[config.mk]
export PLATFORM = sky130hd
export DESIGN_NAME = lt_scan_gen
export DESIGN_NICKNAME = d
export VERILOG_FILES = /design/src/rtl/lt_scan_pkg.sv /design/src/rtl/lt_lfsr.sv /design/src/rtl/lt_and_gate.sv /design/src/rtl/lt_toggle.sv /design/src/rtl/lt_pattern_count.sv /design/src/rtl/lt_scan_gen.sv
export SDC_FILE = /design/constraint.sdc
export NUM_CORES = 1
export LEC_CHECK = 0
export BUFFER_PORTS_ARGS = -buffer_cell sky130_fd_sc_hd__buf_2
export CORE_MARGIN = 2
export CORE_UTILIZATION = 47
export CTS_BUF_LIST = sky130_fd_sc_hd__clkbuf_2
export DETAILED_ROUTE_END_ITERATION = 7
export PLACE_DENSITY = 0.78
export REMOVE_ABC_BUFFERS = 1
export SLEW_MARGIN = 20
export SYNTH_ARGS = -nofsm -noshare
export SYNTH_HDL_FRONTEND = slang
export SYNTH_SLANG_ARGS = --single-unit
[constraint.sdc]
create_clock -name clk -period 1.48 [get_ports clk]
set_input_delay 0.296 -clock clk [delete_from_list [all_inputs] [get_ports clk]]
set_output_delay 0.296 -clock clk [all_outputs]
set_load 0.005 [all_outputs]
[src/rtl/lt_scan_pkg.sv]
package lt_scan_pkg;

  // Feedback mask for a left-shifting register of the given width.
  // Widths 8, 16, 24 and 32 are supported; others fall back to width 16.
  function automatic logic [63:0] lfsr_taps(input int width);
    case (width)
      8:       return 64'h0000_0000_0000_00B8;
      16:      return 64'h0000_0000_0000_B400;
      24:      return 64'h0000_0000_00E1_0000;
      32:      return 64'h0000_0000_8020_0003;
      default: return 64'h0000_0000_0000_B400;
    endcase
  endfunction

  localparam logic [63:0] DEFAULT_SEED_WIDE = 64'h96F0_5A3C_ACE1_1D27;

  // Stage feeding input j of the control AND gate.
  function automatic int and_stage(input int j, input int width, input int fan_in);
    return j * (width / fan_in);
  endfunction

endpackage

[src/rtl/lt_lfsr.sv]
module lt_lfsr #(
  parameter int          W    = 16,
  parameter logic [W-1:0] TAPS = '0,
  parameter logic [W-1:0] DFLT = '1
) (
  input  logic         clk,
  input  logic         rst,
  input  logic         load,
  input  logic [W-1:0] seed,
  input  logic         adv,
  output logic [W-1:0] state
);
  logic fb;
  assign fb = ^(state & TAPS);

  always_ff @(posedge clk) begin
    if (rst)       state <= DFLT;
    else if (load) state <= (seed == '0) ? DFLT : seed;
    else if (adv)  state <= {state[W-2:0], fb};
  end

  // the register is never zero once out of reset
  p_nonzero_r7: assert property (@(posedge clk) disable iff (rst) state != '0);
  // no advance and no load leaves the register unchanged
  p_hold_r5: assert property (@(posedge clk) disable iff (rst)
    (!load && !adv) |=> $stable(state));
endmodule

[src/rtl/lt_and_gate.sv]
module lt_and_gate #(
  parameter int W = 16,
  parameter int K = 2
) (
  input  logic [W-1:0] state,
  output logic         ctl
);
  logic [K-1:0] picks;
  for (genvar j = 0; j < K; j++) begin : g_pick
    assign picks[j] = state[lt_scan_pkg::and_stage(j, W, K)];
  end
  assign ctl = &picks;
endmodule

[src/rtl/lt_toggle.sv]
module lt_toggle (
  input  logic clk,
  input  logic rst,
  input  logic clear,
  input  logic en,
  input  logic t,
  output logic q
);
  always_ff @(posedge clk) begin
    if (rst || clear) q <= 1'b0;
    else if (en && t) q <= ~q;
  end

  // a 1 on the control bit flips the stream
  p_flip_r4: assert property (@(posedge clk) disable iff (rst)
    (!clear && en && t) |=> (q != $past(q)));
  // a 0 on the control bit repeats the last bit
  p_repeat_r4: assert property (@(posedge clk) disable iff (rst)
    (!clear && !(en && t)) |=> $stable(q));
  // a load clears the stream bit
  p_clear_r6: assert property (@(posedge clk) disable iff (rst)
    clear |=> (q == 1'b0));
endmodule

[src/rtl/lt_pattern_count.sv]
module lt_pattern_count #(
  parameter int LEN = 32
) (
  input  logic clk,
  input  logic rst,
  input  logic clear,
  input  logic adv,
  output logic done
);
  localparam int CW = (LEN > 1) ? $clog2(LEN) : 1;
  localparam logic [CW-1:0] LAST = CW'(LEN - 1);

  logic [CW-1:0] cnt;
  logic          at_last;
  assign at_last = (cnt == LAST);

  always_ff @(posedge clk) begin
    if (rst || clear) begin
      cnt  <= '0;
      done <= 1'b0;
    end else if (adv) begin
      cnt  <= at_last ? '0 : cnt + 1'b1;
      done <= at_last;
    end else begin
      done <= 1'b0;
    end
  end

  // the count stays within the chain length
  p_range_r8: assert property (@(posedge clk) disable iff (rst) cnt <= LAST);
  // done needs a shift in the cycle before
  p_cause_r8: assert property (@(posedge clk) disable iff (rst)
    (!adv || clear) |=> !done);
  if (LEN > 1) begin : g_pulse
    // done never lasts two cycles
    p_pulse_r8: assert property (@(posedge clk) disable iff (rst)
      done |=> !done);
  end
endmodule

[src/rtl/lt_scan_gen.sv]
module lt_scan_gen #(
  parameter int LFSR_W   = 16,
  parameter int AND_K    = 2,
  parameter int CHAIN_LEN = 32
) (
  input  logic              clk,
  input  logic              rst,
  input  logic              seed_load,
  input  logic [LFSR_W-1:0] seed_in,
  input  logic              shift_en,
  output logic              scan_out,
  output logic              pattern_done
);
  localparam logic [63:0]       TAPS_WIDE = lt_scan_pkg::lfsr_taps(LFSR_W);
  localparam logic [LFSR_W-1:0] TAPS      = TAPS_WIDE[LFSR_W-1:0];
  localparam logic [LFSR_W-1:0] DFLT      = lt_scan_pkg::DEFAULT_SEED_WIDE[LFSR_W-1:0];

  logic [LFSR_W-1:0] lfsr_q;
  logic              and_ctl;
  logic              adv;

  assign adv = shift_en && !seed_load;

  lt_lfsr #(.W(LFSR_W), .TAPS(TAPS), .DFLT(DFLT)) u_lfsr (
    .clk(clk), .rst(rst), .load(seed_load), .seed(seed_in),
    .adv(adv), .state(lfsr_q)
  );

  lt_and_gate #(.W(LFSR_W), .K(AND_K)) u_and (
    .state(lfsr_q), .ctl(and_ctl)
  );

  lt_toggle u_tff (
    .clk(clk), .rst(rst), .clear(seed_load), .en(adv),
    .t(and_ctl), .q(scan_out)
  );

  lt_pattern_count #(.LEN(CHAIN_LEN)) u_cnt (
    .clk(clk), .rst(rst), .clear(seed_load), .adv(adv),
    .done(pattern_done)
  );

  // load wins over shift, so stream and pulse are cleared
  p_load_r6: assert property (@(posedge clk) disable iff (rst)
    seed_load |=> (!scan_out && !pattern_done));
  // an idle cycle changes nothing on the stream
  p_idle_r5: assert property (@(posedge clk) disable iff (rst)
    (!seed_load && !shift_en) |=> ($stable(scan_out) && !pattern_done));
endmodule

==> impl_summary.log <==
INFO  metric synth_sequential_area_ratio = 0.4121
INFO  metric post_synth.cell_area_avg = 9.234 um2
INFO  metric worst_hold_slack_across_all_endpoints = 0.1797 ns
INFO  metric cp-end-kind = flip-flop
INFO  metric synthesis.instances = 121
INFO  metric timing.final.crit_period = 1.440 ns
INFO  metric tritoncts_sinks = 23
INFO  metric clk_root_buffer_cell = clkbuf_2
INFO  metric wirelength = 2390 um
INFO  metric clock_pin_slew_on_the_worst_setup_and_hold_paths = 0.20 ns
INFO  metric finClkSkew = 0.005898 ns
INFO  metric finish.instance_area = 1433 um2
INFO  metric finish.net_count = between 150 and 200
INFO  metric grt_start_max_net_pins = 20
INFO  metric max_cap_violations = 0
INFO  metric p_leak = 0.6243 nW
INFO  metric fin_tns_setup = 0 ns
INFO  metric met1_usage = 0.2222
INFO  metric fp.dieW = between 50 and 60 um
INFO  metric path_max_fanout = 3
INFO  metric initial_core_util = 0.5003
INFO  metric die-height = between 50 and 60 um
INFO  metric yosysTopAreaCell = dfxtp_1
INFO  metric rr_startpoint = u_cnt.cnt[0]$_SDFFE_PP0P_
INFO  metric dpl.hpwl = 1814 um
INFO  metric p_per_area = 807.9 nW/um2
INFO  metric netlist_area = 1117 um2
INFO  metric outcome = finished clean
INFO  metric longest_individual_stage_delay_on_the_worst_path = 0.38 ns
INFO  metric floorplan.io_pins = 22
INFO  metric gp_routability_congestion = 0.7527
INFO  metric drt-pass1-iter-count = 4
INFO  metric critical_path.cell_chain = ha_4 -> and3_4 -> ha_4 -> nand2b_4 -> nor3b_2 -> a21oi_1 -> nor2_1
INFO  metric worst_voltage_drop_across_the_vdd_grid = about 0.54 mV
INFO  metric fmaxAchievable = 694.3 MHz
INFO  metric core = 2233 um2
INFO  metric maxSlewHeadroom = 0.7206
INFO  metric die-area = 2783 um2
INFO  metric critPathLaunch = u_cnt.cnt[0]$_SDFFE_PP0P_
INFO  metric insertion_delay = 0.33 ns
INFO  metric share_of_synthesized_flip_flops_with_an_asynchronous_set_or_reset = 0
INFO  metric holdCritStartpoint = seed_in[7]
INFO  metric post-layout-total-power = approximately 1.2 mW
INFO  metric tritoncts.num_buffers = 3
INFO  metric diode_insertion_count_for_antenna_repair = 0
INFO  metric initial_antenna_violation_count = 0
INFO  metric synth_top_cell_area_share = 0.4121
INFO  metric post_cts_hold_buffer_count = 0
INFO  metric tightest_slew = about 0.42 ns
INFO  metric cp-start-kind = flip-flop
INFO  metric detailroute.via_count = roughly 970
INFO  metric detail_route.iter0.violations = 24
INFO  metric route.detailed.vias_per_inst = between 5 and 6
INFO  metric grt_use_met3 = 0.02857
INFO  metric grt_busiest_layer = met2
INFO  metric critical_path_class = reg2reg
INFO  metric routedWlPerCell = 12.92 um
INFO  metric drc_errors = 0
INFO  metric post_synth_main_area_contributors = dfxtp_1 41%, mux2i_1 8.1%, mux2_2 8.1%
INFO  metric share_of_post_route_cells_with_drive_strength_above_1 = 0.4076
INFO  metric rsz0062_at_grt = false
INFO  metric worst_ep_required_time = 1.77 ns
INFO  metric via_count_of_the_first_global_routing_pass = 926
INFO  metric synth_warnings = 0
INFO  metric min_period_over_period = 0.9731
INFO  metric finish.cell_count_without_fillers = about 190
INFO  metric ys.flop_type = dfxtp_1
INFO  metric number_of_flip_flops_and_latches_in_the_synthesized_netlist = 23
INFO  metric finalSetupViolations = 0
INFO  metric place.detailed.instances = 181
INFO  metric ys_types = 25
INFO  metric tritoncts = done
INFO  metric synth-edff-count = 0
INFO  metric path_common_cell = ha_4
INFO  metric ant_nets = 0
INFO  metric post_synth_most_frequent_cells = 24 x nor2_1, 23 x dfxtp_1, 11 x a21oi_1, 9 x mux2i_1, 9 x nand2b_1
INFO  metric area_added_between_synthesis_and_finish = 28.22%
INFO  metric min_path_type = in2reg
INFO  metric deepest_level_of_the_cts_h_tree = 1
INFO  metric met2_usage = 0.3500
INFO  metric cp_slowest_cell = dfxtp_2
INFO  metric postCtsSetupRepairBufs = 0
INFO  metric report.final.hold_viol_count = 0
INFO  metric arrival = 1.73 ns
INFO  metric global_route_wire_length_before_repair = ~3900 um
INFO  metric detailed_place.area = 1368 um2
INFO  metric grt_resource_usage_total = 0.1907
INFO  metric buffer_levels_on_the_longest_clock_path = 2
INFO  metric num_rows = 17
INFO  metric final_max_slew_violation_count = 0
INFO  metric port_buffers = 21
INFO  metric grt-ovfl-total = 0
INFO  metric synth_most_common_cell = nor2_1
where the power goes:
| part | internal [mW] | switching [mW] |
|---|---|---|
| logic | 0.127 | 0.100 |
| registers | 0.654 | 0.0221 |
| clock network | 0.0715 | 0.183 |
metrics by stage:
stage / utilization / worst slack [ns]
6_report: 0.6415 / 0.03976
5_1_grt: 0.6415 / 0.004240
2_1_floorplan: - / -0.1189
4_1_cts: 0.6286 / 0.02204
3_3_place_gp: 0.6123 / -0.2015
3_5_place_dp: 0.6123 / -0.2282
state kept, by name, indices dropped and copies added, names as in the netlist:
register	flops
u_cnt.cnt	5
u_cnt.done	1
u_lfsr.state	16
u_tff.q	1
final timing paths:
path | slack (ns) | cells after the start | to
min reg2reg | 0.52 | 2 | u_cnt.cnt[1]$_SDFFE_PP0P_
max reg2reg | 0.04 | 7 | u_cnt.cnt[2]$_SDFFE_PP0P_
max | 0.04 | 7 | u_cnt.cnt[2]$_SDFFE_PP0P_
min | 0.18 | 3 | u_lfsr.state[7]$_SDFFE_PP0P_
cells in the final DEF (no fill, tap or decap), types with 2 or more instances in the layout:
cell | netlist | layout
a21oi_1 | 11 | 11
buf_2 | 2 | 21
buf_4 | 0 | 19
clkbuf_2 | 0 | 4
dfxtp_1 | 23 | 21
dfxtp_2 | 0 | 2
ha_4 | 0 | 2
mux2_2 | 8 | 8
mux2i_1 | 9 | 9
nand2b_1 | 9 | 8
nor2_1 | 24 | 24
o21ai_1 | 0 | 2
o22ai_1 | 7 | 7
or4_4 | 3 | 3
xnor2_1 | 3 | 3
timing repair:
action | in CTS | in global routing
pin swaps | 0 | 2
setup endpoints to repair | 3 | 4
gates resized for setup | 6 | 5
cell type report:
type	count	area [um2]
Tap cell	28	35.03
Sequential cell	23	462.9
Multi-Input combinational cell	90	666.9
Clock buffer	4	20.02
Timing Repair Buffer	40	247.7
Fill cell	210	800.8
worst max-delay path, delay by kind of cell (launching register included):
kind / cells / cell delay (ns)
AO/OA/AOI/OAI: 1 / 0.07
adder cells (fa/ha/maj): 2 / 0.31
flip-flops: 1 / 0.38
AND/OR/NAND/NOR: 4 / 0.63
per-layer routing:
layer  share of wire  vias up
met1            0.45      447
met5               0        -
met2            0.50       19
li1                -      498
met3           0.038        2
met4           0.010        0
kinds of logic after synthesis:
| logic type | share of synthesized area |
|---|---|
| compound gates | 0.1377 |
| fa+ha+maj | 0.02239 |
| mux | 0.1613 |
| buf+inv | 0.02911 |
| xor+xnor | 0.03136 |
| simple gates | 0.2060 |
| flops | 0.4121 |
Note: power is estimated with default switching activity, not from simulation.
